--- config.mk ---
export PLATFORM = sky130hd
export DESIGN_NAME = sio_cfg_port
export DESIGN_NICKNAME = d
export VERILOG_FILES = /design/src/rtl/sio_cfg_pkg.sv /design/src/rtl/sio_key_lock.sv /design/src/rtl/sio_cfg_global.sv /design/src/rtl/sio_ldev_bank.sv /design/src/rtl/sio_cfg_port.sv
export SDC_FILE = /design/constraint.sdc
export NUM_CORES = 1
export LEC_CHECK = 0
export BUFFER_PORTS_ARGS = -buffer_cell sky130_fd_sc_hd__buf_2
export CELL_PAD_IN_SITES_DETAIL_PLACEMENT = 0
export CELL_PAD_IN_SITES_GLOBAL_PLACEMENT = 1
export CORE_ASPECT_RATIO = 1.1
export CORE_MARGIN = 10
export CORE_UTILIZATION = 44
export DETAILED_ROUTE_END_ITERATION = 12
export MAX_ROUTING_LAYER = met4
export PLACE_DENSITY_LB_ADDON = 0.08
export SYNTH_ARGS = -nofsm -noshare
export SYNTH_HDL_FRONTEND = slang
export SYNTH_SLANG_ARGS = --single-unit
--- constraint.sdc ---
create_clock -name clk -period 5.1 [get_ports clk]
set_input_delay 0 -clock clk [delete_from_list [all_inputs] [get_ports clk]]
set_output_delay 0 -clock clk [all_outputs]
set_load 0.02 [all_outputs]
--- src/rtl/sio_cfg_pkg.sv ---
package sio_cfg_pkg;

    typedef enum logic [1:0] {
        KEY_IDLE = 2'd0,
        KEY_HALF = 2'd1,
        KEY_OPEN = 2'd2
    } key_state_e;

    localparam logic [7:0] KEY_ENTER     = 8'h87;
    localparam logic [7:0] KEY_EXIT      = 8'hAA;
    localparam logic [7:0] IDX_LDSEL     = 8'h07;
    localparam logic [7:0] IDX_CHIPID    = 8'h20;
    localparam logic [7:0] IDX_BANK_BASE = 8'h30;
    localparam logic [7:0] RD_LOCKED     = 8'hFF;
    localparam logic [7:0] RD_EMPTY      = 8'h00;

    typedef struct packed {
        logic       idx_wr;
        logic       dat_wr;
        logic [7:0] data;
    } io_op_t;

    function automatic logic in_window(input logic [7:0] idx,
                                       input logic [7:0] base,
                                       input int         n);
        return (int'(idx) >= int'(base)) && (int'(idx) < int'(base) + n);
    endfunction

    function automatic int win_off(input logic [7:0] idx,
                                   input logic [7:0] base);
        return int'(idx) - int'(base);
    endfunction

endpackage

--- src/rtl/sio_key_lock.sv ---
module sio_key_lock
    import sio_cfg_pkg::*;
(
    input  logic   clk,
    input  logic   rst,
    input  io_op_t op,
    output logic   unlocked,
    output logic   load_idx
);
    key_state_e state_q, state_d;

    always_comb begin
        state_d = state_q;
        if (op.idx_wr) begin
            unique case (state_q)
                KEY_IDLE: if (op.data == KEY_ENTER) state_d = KEY_HALF;
                KEY_HALF: state_d = (op.data == KEY_ENTER) ? KEY_OPEN : KEY_IDLE;
                KEY_OPEN: if (op.data == KEY_EXIT) state_d = KEY_IDLE;
                default:  state_d = KEY_IDLE;
            endcase
        end
    end

    always_ff @(posedge clk) begin
        if (rst) state_q <= KEY_IDLE;
        else     state_q <= state_d;
    end

    assign unlocked = (state_q == KEY_OPEN);
    assign load_idx = op.idx_wr && unlocked && (op.data != KEY_EXIT);
endmodule

--- src/rtl/sio_cfg_global.sv ---
module sio_cfg_global
    import sio_cfg_pkg::*;
#(
    parameter logic [7:0] GMUX_BASE = 8'h28,
    parameter int         GMUX_NUM  = 4
) (
    input  logic                  clk,
    input  logic                  rst,
    input  logic                  wr_en,
    input  logic [7:0]            idx,
    input  logic [7:0]            wdata,
    output logic [7:0]            ldsel,
    output logic [GMUX_NUM*8-1:0] mux_o
);
    logic [7:0] ldsel_q;

    always_ff @(posedge clk) begin
        if (rst)                             ldsel_q <= 8'h00;
        else if (wr_en && idx == IDX_LDSEL)  ldsel_q <= wdata;
    end
    assign ldsel = ldsel_q;

    for (genvar g = 0; g < GMUX_NUM; g++) begin : g_mux
        localparam logic [7:0] MY_IDX = GMUX_BASE + 8'(g);
        logic [7:0] byte_q;
        always_ff @(posedge clk) begin
            if (rst)                         byte_q <= 8'h00;
            else if (wr_en && idx == MY_IDX) byte_q <= wdata;
        end
        assign mux_o[g*8 +: 8] = byte_q;
    end
endmodule

--- src/rtl/sio_ldev_bank.sv ---
module sio_ldev_bank
    import sio_cfg_pkg::*;
#(
    parameter int DEV_NUM  = 0,
    parameter int NUM_BANK = 4
) (
    input  logic                  clk,
    input  logic                  rst,
    input  logic                  wr_en,
    input  logic [7:0]            idx,
    input  logic [7:0]            ldsel,
    input  logic [7:0]            wdata,
    output logic [NUM_BANK*8-1:0] regs_o,
    output logic                  act_o
);
    logic mine;
    assign mine = wr_en && (int'(ldsel) == DEV_NUM);

    for (genvar r = 0; r < NUM_BANK; r++) begin : g_reg
        localparam logic [7:0] MY_IDX = IDX_BANK_BASE + 8'(r);
        logic [7:0] reg_q;
        always_ff @(posedge clk) begin
            if (rst)                        reg_q <= 8'h00;
            else if (mine && idx == MY_IDX) reg_q <= wdata;
        end
        assign regs_o[r*8 +: 8] = reg_q;
    end

    assign act_o = regs_o[0];
endmodule

--- src/rtl/sio_cfg_port.sv ---
module sio_cfg_port
    import sio_cfg_pkg::*;
#(
    parameter logic [7:0] CHIP_ID   = 8'hA0,
    parameter int         NUM_LDEV  = 4,
    parameter int         NUM_BANK  = 4,
    parameter logic [7:0] GMUX_BASE = 8'h28,
    parameter int         GMUX_NUM  = 4
) (
    input  logic                           clk,
    input  logic                           rst,
    input  logic                           io_addr,
    input  logic                           io_wr,
    input  logic                           io_rd,
    input  logic [7:0]                     io_wdata,
    output logic [7:0]                     io_rdata,
    output logic [GMUX_NUM*8-1:0]          glob_mux_o,
    output logic [NUM_LDEV*NUM_BANK*8-1:0] ldev_cfg_o,
    output logic [NUM_LDEV-1:0]            ldev_act_o
);
    localparam int BANK_BITS = NUM_BANK * 8;

    io_op_t     op;
    logic       unlocked;
    logic       load_idx;
    logic       dat_wr_en;
    logic [7:0] idx_q;
    logic [7:0] ldsel;

    assign op.idx_wr = io_wr && !io_addr;
    assign op.dat_wr = io_wr &&  io_addr;
    assign op.data   = io_wdata;

    sio_key_lock u_lock (
        .clk      (clk),
        .rst      (rst),
        .op       (op),
        .unlocked (unlocked),
        .load_idx (load_idx)
    );

    always_ff @(posedge clk) begin
        if (rst)           idx_q <= 8'h00;
        else if (load_idx) idx_q <= io_wdata;
    end

    assign dat_wr_en = op.dat_wr && unlocked;

    sio_cfg_global #(
        .GMUX_BASE (GMUX_BASE),
        .GMUX_NUM  (GMUX_NUM)
    ) u_glob (
        .clk   (clk),
        .rst   (rst),
        .wr_en (dat_wr_en),
        .idx   (idx_q),
        .wdata (io_wdata),
        .ldsel (ldsel),
        .mux_o (glob_mux_o)
    );

    for (genvar d = 0; d < NUM_LDEV; d++) begin : g_dev
        sio_ldev_bank #(
            .DEV_NUM  (d),
            .NUM_BANK (NUM_BANK)
        ) u_bank (
            .clk    (clk),
            .rst    (rst),
            .wr_en  (dat_wr_en),
            .idx    (idx_q),
            .ldsel  (ldsel),
            .wdata  (io_wdata),
            .regs_o (ldev_cfg_o[d*BANK_BITS +: BANK_BITS]),
            .act_o  (ldev_act_o[d])
        );
    end

    always_comb begin
        io_rdata = RD_EMPTY;
        if (io_rd) begin
            if (!unlocked) begin
                io_rdata = RD_LOCKED;
            end else if (!io_addr) begin
                io_rdata = idx_q;
            end else if (idx_q == IDX_LDSEL) begin
                io_rdata = ldsel;
            end else if (idx_q == IDX_CHIPID) begin
                io_rdata = CHIP_ID;
            end else if (in_window(idx_q, GMUX_BASE, GMUX_NUM)) begin
                io_rdata = glob_mux_o[win_off(idx_q, GMUX_BASE)*8 +: 8];
            end else if (in_window(idx_q, IDX_BANK_BASE, NUM_BANK) &&
                         int'(ldsel) < NUM_LDEV) begin
                io_rdata = ldev_cfg_o[(int'(ldsel)*NUM_BANK +
                                       win_off(idx_q, IDX_BANK_BASE))*8 +: 8];
            end
        end
    end
endmodule

# ---- Yosys cells after proc, flatten, opt, wreduce, memory -nomap -nowiden
# Index checks and enable logic that the tools add are counted.
dict set report word_totals {
  regBits 178
  word_cells 101
  output_inout_bits 172
}
dict set report classes {
  eq_ne 20
  n_reduce_logical 37
  n_addsub 3
  muxes 11
  n_shift 2
  order_cmp 5
}
# cell n
set op_table {}
lappend op_table {{$shiftx A128 B15 Y8} 1}
lappend op_table {{$eq A8 B6 Y1 const B} 9}
lappend op_table {{$mux W8} 7}
lappend op_table {{$logic_and A1 B1 Y1} 33}
lappend op_table {{$shiftx A32 B12 Y8} 1}
lappend op_table {{$eq A8 B3 Y1 const B} 3}
lappend op_table {{$sub A8 B6 Y9 const B} 2}
lappend op_table {{$eq A8 B8 Y1 const B} 2}
lappend op_table {{$ge A8 B6 Y1 const B} 2}
lappend op_table {{$lt A8 B6 Y1 const B} 2}
lappend op_table {{$add A11 B9 Y12} 1}
lappend op_table {{$eq A8 B2 Y1 const B} 1}
lappend op_table {{$logic_not A8 Y1} 1}
lappend op_table {{$lt A8 B3 Y1 const B} 1}
lappend op_table {{$ne A8 B8 Y1 const B} 1}
lappend op_table {{$mux W2} 3}
lappend op_table {{$pmux W2 S3} 1}
lappend op_table {{$reduce_and A3 Y1} 1}
lappend op_table {{$eq A2 B1 Y1 const B} 1}
lappend op_table {{$eq A2 B2 Y1 const B} 1}
lappend op_table {{$logic_not A2 Y1} 1}
lappend op_table {{$ne A2 B1 Y1 const B} 1}
lappend op_table {{$ne A2 B2 Y1 const B} 1}
lappend op_table {{$logic_not A1 Y1} 1}

# ---- Depth between registers and ports, before layout
# Gate-level depths: netlist (run 1).
dict set report logic_depth {
  word_depth 10
  depth_mapped 10
  ltp_nobuf 8
}

# ---- Cells and area by module
# From an unflattened synthesis (run 1), not the netlist that was laid out.
dict set report hier_totals {
  cells_unflattened 888
  hier_area_um2 9500.4
}
# module n_inst area_each_um2 cells_per_inst
set by_module_without_submodules {}
lappend by_module_without_submodules {{sio_ldev_bank (g_dev[1].u_bank ...)} 2 1378.8 134}
lappend by_module_without_submodules {sio_cfg_port 1 2210.9 188}
lappend by_module_without_submodules {sio_cfg_global 1 1642.8 148}
lappend by_module_without_submodules {{sio_ldev_bank (g_dev[3].u_bank)} 1 1373.8 134}
lappend by_module_without_submodules {{sio_ldev_bank (g_dev[0].u_bank)} 1 1370.1 134}
lappend by_module_without_submodules {sio_key_lock 1 145.1 16}

# ---- Worst setup path before layout (run 1)
# No wires, ideal clock.
dict set report synth_path {
  path_type {reg-to-output}
  start {register u_glob.ldsel_q[0] (netlist: u_glob.ldsel[0])}
  end {output io_rdata[7]}
  stages_incl_launch_ff 9
  path_slack_ns 2.572
  arrival_ns 2.528
  path_cell_list {dfxtp_1 ha_1 buf_1 clkbuf_1 clkbuf_1 o22ai_1 o21ai_0 nand2_1 o21ai_0}
}
dict set report synth_via {
  elab_chain_cells 9
  elab_cells_between_ends 11
  classes_between {1 x add/sub; 1 x order compare; 1 x shift; 7 x mux; 1 x reduce/logical}
}
# element line_no
set synth_lines {}
lappend synth_lines {{start, declared} sio_cfg_global.sv:15} ;# logic [7:0] ldsel_q;
lappend synth_lines {{start signal, assigned} sio_cfg_global.sv:19} ;# else if (wr_en && idx == IDX_LDSEL) ldsel_q <= wdata;
lappend synth_lines {{$add A11 B9 Y12 / $lt A8 B3 Y1 (equally long branches)} {sio_cfg_port.sv:93, sio_cfg_port.sv:92}}
lappend synth_lines {{$shiftx A128 B15 Y8 / $logic_and A1 B1 Y1 (equally long branches)} {sio_cfg_port.sv:93, sio_cfg_port.sv:91}}
lappend synth_lines {{$mux W8 (*)} sio_cfg_port.sv:91} ;# end else if (in_window(idx_q, IDX_BANK_BASE, NUM_BANK) &&
lappend synth_lines {{$mux W8 (*)} sio_cfg_port.sv:89} ;# end else if (in_window(idx_q, GMUX_BASE, GMUX_NUM)) begin
lappend synth_lines {{$mux W8 (*)} sio_cfg_port.sv:87} ;# end else if (idx_q == IDX_CHIPID) begin
lappend synth_lines {{$mux W8 (*)} sio_cfg_port.sv:85} ;# end else if (idx_q == IDX_LDSEL) begin
lappend synth_lines {{$mux W8 (*)} sio_cfg_port.sv:83} ;# end else if (!io_addr) begin
lappend synth_lines {{$mux W8 (*)} sio_cfg_port.sv:81} ;# if (!unlocked) begin
lappend synth_lines {{$mux W8 (*)} sio_cfg_port.sv:80} ;# if (io_rd) begin
lappend synth_lines {{end, declared} sio_cfg_port.sv:16} ;# output logic [7:0] io_rdata,
# Every way passes the cells marked *; elsewhere a longest branch is shown, timed or not.

# ---- Final worst setup path (run 1)
dict set report layout_path {
  start {register idx_q[0]}
  end {output io_rdata[3]}
}
dict set report layout_via {
  elab_chain_cells 10
  elab_cells_between_ends 21
  classes_between {3 x add/sub; 4 x order compare; 2 x eq/ne; 2 x shift; 7 x mux; 3 x reduce/logical}
}
# element line_no
set layout_lines {}
lappend layout_lines {{start, declared} sio_cfg_port.sv:27} ;# logic [7:0] idx_q;
lappend layout_lines {{start signal, assigned} sio_cfg_port.sv:44} ;# else if (load_idx) idx_q <= io_wdata;
lappend layout_lines {{$sub A8 B6 Y9 (tied with other cells)} sio_cfg_pkg.sv:31} ;# return int'(idx) - int'(base);
lappend layout_lines {{$add A11 B9 Y12 / $logic_and A1 B1 Y1 (equally long branches)} {sio_cfg_port.sv:93, sio_cfg_pkg.sv:26}}
lappend layout_lines {{$shiftx A128 B15 Y8 / $logic_and A1 B1 Y1 (equally long branches)} {sio_cfg_port.sv:93, sio_cfg_port.sv:91}}
lappend layout_lines {{$mux W8} sio_cfg_port.sv:91}
lappend layout_lines {{$mux W8} sio_cfg_port.sv:89}
lappend layout_lines {{$mux W8} sio_cfg_port.sv:87}
lappend layout_lines {{$mux W8 (*)} sio_cfg_port.sv:85}
lappend layout_lines {{$mux W8 (*)} sio_cfg_port.sv:83}
lappend layout_lines {{$mux W8 (*)} sio_cfg_port.sv:81}
lappend layout_lines {{$mux W8 (*)} sio_cfg_port.sv:80}
# Marked as above.

==> results.toml, run 1 <==
[run_status]
status = "finished, final reports clean"

[logic_synthesis]
synth-simple-area-share_pct = 19.0
syn_area_mm2 = 0.00839
synth_largest_area_cell = "dfxtp_1"
synth_area_leaders = "dfxtp_1, mux4_2, mux2i_1, a21oi_1, nand2_1"
syn_avg_cell_area_um2 = 8.77
ys_seq_area_share_pct = 42.5
synth_adder_area_share_pct = 1.13
synthXorXnorAreaFrac_pct = 0.313
synth_top_family_by_area = "simple AND/OR/NAND/NOR gates"
ys_warn_count = 0
ys_types = 49
ys_ff_latch = 178
muxShareOfSynthArea_pct = 18.4
synth_compound_area_share_pct = 14.4
netlist.area_leader.share_pct = 42.5
synthCells = 957
syn-num-nets = 977

[clock_tree]
path_clk_slew_ns = 0.07
cts_hold_buf = 0
htreeDepth = 4
cts_tree = "yes"
clkSinkCount = 178
cts_setup_buffers = 0
cts_resized = 0
clock_latency_ns = 0.45
clock_path_buffers = 2
cts_root_buffer = "clkbuf_16"
cts-buffers-inserted = 17

[finish]
fin_area_mm2 = 0.00999
final_cell_mix = "buf_2, dfxtp_1, nand2_1"
area_growth_pct = 19.1
drive_gt1_share_pct = 25.6
antennaDiodeCount = 0
final_common_cell = "buf_2"
layout.nets = 1119

[sta]
fin_tns_setup_ns = 0
max_freq_ghz = 0.295
rsz0062_at_grt = "false"
finalMaxSlewViolations = 0
setup-violations-final = 0
final_hold_viol_count = 0
worst_pin_slew_ns = 1.05
slew-limit-headroom_pct = 29.9
fin_skew_ns = 0.0163
hold_slack_ns = 0.0353
period_share_pct = 66.6
fin_crit_ns = 3.40

[global_routing]
grt_pass1_wl_mm = 45.7
antenna_found_initial = 0
grt_max_degree = 97
grt_pass1_vias = 7481
track_usage_pct = 24.4
grt_overflow = 0

[pwr]
powerDensity_mw_per_mm2 = 280
ir_worst_vdd_mv = 0.233
power_uw = 2800
power_leakage_uw = 0.00404

[place]
gp_congestion = 0.879
placed_area_mm2 = 0.00941
dp_hpwl_mm = 20.7
numPortBuffers = 184

[critical_path]
worstPathArrival_ns = 3.40
end_kind = "primary output"
startpoint_type = "flop"
crit_top_cell = "mux4_2"
critPathMaxFanout = 35
cp_slowest_cell = "dfxtp_2"
cp.required_ns = 5.10
path_cells = "buf_4 -> mux4_2 -> mux4_2 -> nand2b_1 -> a21oi_1 -> buf_2"
critical-path-max-stage-delay_ns = 1.03
timing_worst_setup_path_type = "reg2out"

[routing]
antenna_left = 0
drc_errors = 0
wl_per_cell_um = 22.2
wirelength_mm = 30.1
num_vias = 7789
viasPerCell = 5.75
drt_first_iter_violations = 584
first_pass_iters = 6

[floorplanning]
num_rows = 52
start_util_pct = 45.1
core-area_mm2 = 0.0186
die_w_um = 152
die_h_um = 165
die_area_mm2 = 0.0250
boundaryPins = 185

[job]
cap_viol_max_count = 0

[worst_hold_path]
hp-class = "in2reg"
==> per-layer routing <==
metal / part of all wire, % / global-route usage [%]
met1: 44 / 31.8
met2: 47 / 38.0
met3: 6.2 / 4.30
met4: 1.9 / 7.07
met5: 0 / -
==> cell families after synthesis <==
logic type / Yosys count
muxes: 110
buffers and inverters: 82
adders and majority gates: 7
and+or+nand+nor: 349
AOI/OAI and AO/OA: 228
DFF: 178
xor gates and xnor gates: 3
==> worst max-delay path: cells and delay by family (launching register included) <==
family | cells | cell delay, ns
AOI/OAI and AO/OA | 1 | 0.08
buffers and inverters | 2 | 0.63
DFF | 1 | 1.03
muxes | 2 | 1.04
and+or+nand+nor | 1 | 0.16
==> sequential cells by signal, indices dropped and copies added, names as in the netlist <==
signal / cells
g_dev.u_bank.g.reg_q: 128
u_glob.g_mux.byte_q: 32
idx_q: 8
u_glob.ldsel: 8
u_lock.state_q: 2
==> final timing paths <==
check / start / depth (start not counted) / end / slack [ns]
hold reg to reg: u_glob.g_mux[3].byte_q[7]$_SDFFE_PP0P_ / 2 / u_glob.g_mux[3].byte_q[7]$_SDFFE_PP0P_ / 0.46
setup / recovery: idx_q[0]$_SDFFE_PP0P_ / 6 / io_rdata[3] / 1.70
setup reg to reg: u_glob.ldsel[4]$_SDFFE_PP0P_ / 7 / g_dev[3].u_bank.g_reg[1].reg_q[7]$_SDFFE_PP0P_ / 2.05
hold / removal: io_wr / 4 / u_lock.state_q[0]$_SDFFE_PP0P_ / 0.04
==> stage by stage <==
step	worst slack (ns)	utilization, %	cells
2_1_floorplan	2.57	-	957
3_3_place_gp	2.08	50.5	1323
3_5_place_dp	2.09	50.5	1323
4_1_cts	1.68	53.7	1355
5_1_grt	1.46	53.7	1355
6_report	1.70	53.7	1355
==> cell type report <==
cell class,count,area [µm²]
inverter,5,18.8
multi-input combinational,697,4470
fill,1851,8610
sequential,178,3570
clock inverter,15,164
tap,243,304
clock buffer,17,425
timing repair buffer,200,1040
==> Yosys cell counts (all sizes together) <==
library cell / count
dfxtp: 178
nand2: 162
a21oi: 126
nor2: 92
o21ai: 76
mux2i: 74
clkbuf: 51
nand3: 40
mux4: 35
buf: 26
nand2b: 13
nor3: 11
nor2b: 7
a211oi: 6
ha: 6
inv: 5
o22ai: 5
and3: 4
a221oi: 3
a31oi: 3
nand4: 3
nand4b: 3
nor4: 3
or3: 3
or4: 3
xnor2: 3
a211o: 2
a21o: 2
nor3b: 2
a21boi: 1
a22oi: 1
a2bb2oi: 1
and4: 1
fa: 1
mux2: 1
nand3b: 1
o21ba: 1
o41ai: 1
or3b: 1
==> where the power goes <==
part | switching (µW) | leakage [µW] | total (µW) | internal, µW
Clock | 633 | 0.000292 | 1330 | 697
Sequential | 0.0101 | 0.00143 | 1390 | 1390
Combinational | 68.0 | 0.00231 | 83.0 | 15.0
Power figures use the tool's default switching activity.
==> run 2: changes to the inputs <==
Settings changed: ABC_AREA set to 1, CORE_UTILIZATION 44 to 35.
Clock period 5.1 ns to 2.8 ns, I/O delays scaled along.
==> results.toml, run 2 <==
[sta]
fin_skew_ns = 0.0141
fin_crit_ns = 2.65
finalMaxSlewViolations = 0
period_share_pct = 94.6
worst_pin_slew_ns = 0.830
setup-violations-final = 0
rsz0062_at_grt = "true"
final_hold_viol_count = 0
fin_ws_ns = 0.152
slew-limit-headroom_pct = 44.3
max_freq_ghz = 0.378

[routing]
first_pass_iters = 5
antenna_left = 0
drc_errors = 0
wl_per_cell_um = 20.3
wirelength_mm = 35.3
viasPerCell = 5.02
num_vias = 8755
drt_first_iter_violations = 569

[logic_synthesis]
synth_commonest_cells = "inv_1, dfxtp_1, nand2_1, a21oi_1, o21ai_0"
synth_largest_area_cell = "dfxtp_1"
synthFlopType = "dfxtp_1"
syn_avg_cell_area_um2 = 6.98
ys_seq_area_share_pct = 39.9
synth_area_leaders = "dfxtp_1, inv_1, a21oi_1, o21ai_0, nand2_1"
synth.most_common_cell = "inv_1"
syn_area_mm2 = 0.00892
ys_warn_count = 0
async_flop_share_pct = 0
synthCells = 1277
syn-num-nets = 1297
netlist.area_leader.share_pct = 39.9
ys_ff_latch = 178
ys_types = 36
synth_edf_count = 0

[finish]
largest_reg_flops = 128
layout.nets = 1435
final_common_cell = "inv_1"
drive_gt1_share_pct = 20.2
layoutNonFillerInstCount = 1743
top_register = "g_dev.u_bank.g.reg_q"
antennaDiodeCount = 0
area_growth_pct = 18.9
final_cell_mix = "inv_1, buf_2, dfxtp_1"
largestRegisters = "g_dev.u_bank.g.reg_q x128, u_glob.g_mux.byte_q x32"

[global_routing]
met3_usage_pct = 2.91
top_usage_layer = "met2"
grt_max_degree = 83
use_met2_pct = 33.5
met1_usage_pct = 30.5
antenna_found_initial = 0
grt_pass1_vias = 8383
grt_overflow = 0
grt_pass1_wl_mm = 53.3
track_usage_pct = 22.2

[floorplanning]
die_area_mm2 = 0.0323
start_util_pct = 35.4
boundaryPins = 185
num_rows = 61
die_w_um = 172
core-area_mm2 = 0.0252
die_h_um = 187

[pwr]
power_uw = 5210
ir_worst_vdd_mv = 0.321
powerDensity_mw_per_mm2 = 491
power_switching_uw = 1360
p_seq_share_pct = 48.5
combPwrFrac_pct = 3.8
switching_share_pct = 26.1
power_leakage_uw = 0.00448
p_clk_share_pct = 47.7
intPower_uw = 3850

[place]
dp.cells = 1705
dp_hpwl_mm = 25.4
post-place-ws_ns = 0.322
gp_congestion = 0.892
numPortBuffers = 184

[clock_tree]
clkSinkCount = 178
clock_path_buffers = 2
path_clk_slew_ns = 0.08
cts-buffers-inserted = 17
cts_root_buffer = "clkbuf_16"
cts_tree = "yes"
clock_latency_ns = 0.45
htreeDepth = 4

[critical_path]
crit_buf_inv = 2
timing_worst_setup_path_type = "reg2out"
critPathMaxFanout = 6
cp_slowest_cell = "dfxtp_4"
path_cells = "inv_1 -> ha_1 -> a21oi_1 -> nand2_1 -> nand2_1 -> nand3_1 -> nor2_4 -> nand2_1 -> nand2_1 -> nand2_1 -> nand2_1 -> nand2_1 -> a21oi_1 -> buf_2"
crit_top_cell = "nand2_1"
cp.required_ns = 2.80
path_delay_family = "simple AND/OR/NAND/NOR gates"
end_kind = "primary output"
startpoint_type = "flop"
worstPathArrival_ns = 2.65
critical-path-max-stage-delay_ns = 0.39

[run_status]
status = "finished, final reports clean"

[job]
cap_viol_max_count = 0

[worst_hold_path]
hp-class = "in2reg"
-- run 2: changes by cell type in the layout (fill, tap and decap cells not counted), sizes merged, moves of 22 or more --
cell	before	now
nor2	92	114
a21oi	126	154
mux2i	74	0
nand3	40	105
a211oi	6	56
o21ai	76	137
mux4	35	0
inv	13	219
-- run 2: metal layers --
| metal | up-vias | wire [µm] |
|---|---|---|
| met4 | 0 | 544 |
| met5 | - | 0 |
| li1 | 4453 | - |
| met2 | 271 | 15900 |
| met3 | 32 | 1810 |
| met1 | 3999 | 17100 |
-- run 2: what timing repair did --
item,CTS,global route
hold buffers,5,0
endpoints found under the hold margin,6,0
buffers inserted,0,1
resized for setup,5,10
pin swaps,0,1
setup endpoints to repair,6,8
-- run 2: worst min-delay path, cell delays in order --
cell     delay, ns
buf_2         0.10
nor2_1        0.06
nand4_1       0.11
a21oi_1       0.09
nor2_1        0.09
nor3_1        0.04
-- run 2: logic make-up after synthesis --
logic type	synth area share (%)
compound gates	22.6
xor+xnor	0.0982
buf+inv	14.9
simple gates	21.5
flops	39.9
fa+ha+maj	1.07
-- run 2: area by class of cell --
class	instances	area, µm²
Timing Repair Buffer	213	1180
Tap cell	315	394
Sequential cell	178	3580
Multi-Input combinational cell	790	4040
Fill cell	2732	14600
Clock inverter	15	171
Inverter	215	817
Clock buffer	17	425
-- run 2: final timing paths --
| path | slack [ns] | depth (start not counted) | startpoint | end |
|---|---|---|---|---|
| min | 0.08 | 6 | io_wdata[6] | u_lock.state_q[0]$_SDFFE_PP0P_ |
| max reg2reg | 0.45 | 6 | idx_q[0]$_SDFFE_PP0P_ | g_dev[1].u_bank.g_reg[1].reg_q[7]$_SDFFE_PP0P_ |
| max | 0.15 | 14 | idx_q[4]$_SDFFE_PP0P_ | io_rdata[4] |
| min reg2reg | 0.46 | 2 | u_glob.ldsel[5]$_SDFFE_PP0P_ | u_glob.ldsel[5]$_SDFFE_PP0P_ |
-- run 2: metrics by stage --
stage / hold slack [ns] / util [%] / instance area (µm²) / setup TNS, ns
2_1_floorplan: 0.158 / - / 8920 / 0
3_3_place_gp: 0.328 / 39.3 / 9900 / 0
6_report: 0.0769 / 42.1 / 10600 / 0
4_1_cts: 0.0630 / 41.9 / 10600 / 0
5_1_grt: 0.144 / 42.1 / 10600 / -0.0228
3_5_place_dp: 0.333 / 39.3 / 9900 / 0
-- run 2: power by group through the flow --
stage                     sequential, µW  combinational, µW  clock, µW
after floorplan                     2590                108          0
after detailed placement            2590                193          0
after global placement              2590                193          0
after global routing                2530                216       2600
final                               2530                199       2480
after CTS                           2530                199       2520
==> run 3: changes to the inputs <==
==> constraint.sdc (replaced) <==
create_clock -name clk -period 2.8 [get_ports clk]
set_input_delay 0.42 -clock clk [delete_from_list [all_inputs] [get_ports clk]]
set_output_delay 0.42 -clock clk [all_outputs]
set_load 0.02 [all_outputs]
==> results.toml, run 3 (same netlist as run 2, synthesis figures left out) <==
[finish]
final_common_cell = "inv_1"
layout.nets = 1446
largest_reg_flops = 128
top_register = "g_dev.u_bank.g.reg_q"
largestRegisters = "g_dev.u_bank.g.reg_q x128, u_glob.g_mux.byte_q x32"
antennaDiodeCount = 0
regArea_mm2 = 0.00358
final_cell_mix = "inv_1, buf_2, dfxtp_1"
area_growth_pct = 22.1
drive_gt1_share_pct = 22.7
fill_cells = 2698
utilization_pct = 43.2
multi_input_area_mm2 = 0.00416

[global_routing]
grt_pass1_vias = 8450
grt_pass1_wl_mm = 53.7
grt_overflow = 0
track_usage_pct = 22.4
grt_max_degree = 120
antenna_found_initial = 0

[sta]
period_share_pct = 101
slew-limit-headroom_pct = 45.5
hold_slack_ns = 0.324
setup-violations-final = 6
fin_skew_ns = 0.0121
finalMaxSlewViolations = 0
worst_pin_slew_ns = 0.811
fin_ws_ns = -0.0179
rsz0062_at_grt = "true"
max_freq_ghz = 0.355
fin_crit_ns = 2.82
final_hold_viol_count = 0

[pwr]
power_leakage_uw = 0.00459
ir_worst_vdd_mv = 0.340
power_uw = 5170
powerDensity_mw_per_mm2 = 475

[place]
dp_hpwl_mm = 25.4
numPortBuffers = 184
gp_congestion = 0.876
post-place-ws_ns = 0.220

[worst_hold_path]
min_path_cells = 3
hp-class = "in2reg"
hp-start = "io_wdata[7]"
min_delay_worst_endpoint = "idx_q[7]$_SDFFE_PP0P_"

[critical_path]
cp.required_ns = 2.38
r2r-end = "g_dev[2].u_bank.g_reg[1].reg_q[4]$_SDFFE_PP0P_"
r2r-start = "idx_q[4]$_SDFFE_PP0P_"
end_kind = "primary output"
timing_worst_setup_path_type = "reg2out"
path_delay_family = "adder cells"
critical-path-max-stage-delay_ns = 0.56
crit_buf_inv = 2
rr_worst_depth = 7
worstPathArrival_ns = 2.40
critPathMaxFanout = 8
cp_slowest_cell = "fa_2"
startpoint_type = "flop"
r2r_setup_slack_ns = 0.35
path_cells = "ha_4 -> fa_2 -> buf_6 -> nand3_1 -> nand2_1 -> nand2_1 -> nand2_1 -> nand2_1 -> nand2_1 -> nand2_1 -> a21oi_2 -> buf_6"
crit_top_cell = "nand2_1"

[run_status]
status = "finished, violations left"
violations = "negative setup slack"

[clock_tree]
clock_path_buffers = 2
htreeDepth = 4
path_clk_slew_ns = 0.07
clkSinkCount = 178
cts-buffers-inserted = 17
clock_latency_ns = 0.44
cts_root_buffer = "clkbuf_16"
cts_tree = "yes"

[floorplanning]
start_util_pct = 35.4
num_rows = 61
die_w_um = 172
die_area_mm2 = 0.0323
core-area_mm2 = 0.0252
die_h_um = 187
boundaryPins = 185

[routing]
antenna_left = 0
viasPerCell = 5.11
wirelength_mm = 36.4
drt_first_iter_violations = 711
num_vias = 8953
wl_per_cell_um = 20.8
drc_errors = 0
first_pass_iters = 7

[job]
cap_viol_max_count = 0
-- run 3: metal layers --
layer | up-vias | global-route usage [%] | part of all wire, %
met5 | - | - | 0
met1 | 4189 | 31.1 | 48
met2 | 270 | 33.7 | 46
met3 | 29 | 2.85 | 5.3
met4 | 0 | 5.41 | 1.4
li1 | 4465 | - | -
-- run 3: worst max-delay path by stage --
stage	cells after the start	slack, ns	endpoint	startpoint
floorplan	12	0.27	io_rdata[3]	idx_q[2]$_SDFFE_PP0P_
global placement	11	0.21	io_rdata[0]	u_glob.ldsel[1]$_SDFFE_PP0P_
detailed placement	11	0.22	io_rdata[4]	u_glob.ldsel[1]$_SDFFE_PP0P_
CTS	12	-0.07	io_rdata[4]	idx_q[2]$_SDFFE_PP0P_
global route	12	-0.13	io_rdata[1]	idx_q[2]$_SDFFE_PP0P_
finish	12	-0.02	io_rdata[0]	idx_q[2]$_SDFFE_PP0P_
-- run 3: worst register-to-register path, cell delays in order, from the launching register on --
cell and delay, ns:
dfxtp_2 0.34, buf_4 0.16, ha_2 0.19, nand2_1 0.10, nor3_1 0.46, nand3_1 0.64, o21ai_0 0.38, a21oi_1 0.06
-- run 3: cell type report --
class | instances | area share (%)
Multi-Input combinational cell | 790 | 38.2
Clock inverter | 13 | 1.36
Clock buffer | 18 | 3.94
Sequential cell | 178 | 32.9
Timing Repair Buffer | 224 | 12.6
Tap cell | 315 | 3.62
Inverter | 215 | 7.44
-- run 3: what timing repair did --
| item | CTS | global route |
|---|---|---|
| setup buffers | 4 | 3 |
| resized for setup | 38 | 18 |
| gates cloned | 0 | 2 |
| hold buffers | 0 | 0 |
| hold endpoints to repair | 0 | 0 |
| endpoints found under the setup margin | 8 | 8 |
| pin swaps | 9 | 9 |
-- run 3: report_power, final --
part	internal (µW)	leakage, µW	switching, µW	total [µW]
clock network	1330	0.000276	1110	2440
registers	2530	0.00144	0.0400	2530
logic	45.3	0.00287	156	201
-- run 3: per-stage QoR --
stage / instances / area, µm² / TNS (ns)
after global placement: 1713 / 10000 / 0
after floorplan: 1277 / 8920 / 0
final: 1753 / 10900 / -0.0615
after CTS: 1748 / 10700 / -0.226
after global routing: 1753 / 10900 / -0.769
after detailed placement: 1713 / 10000 / 0
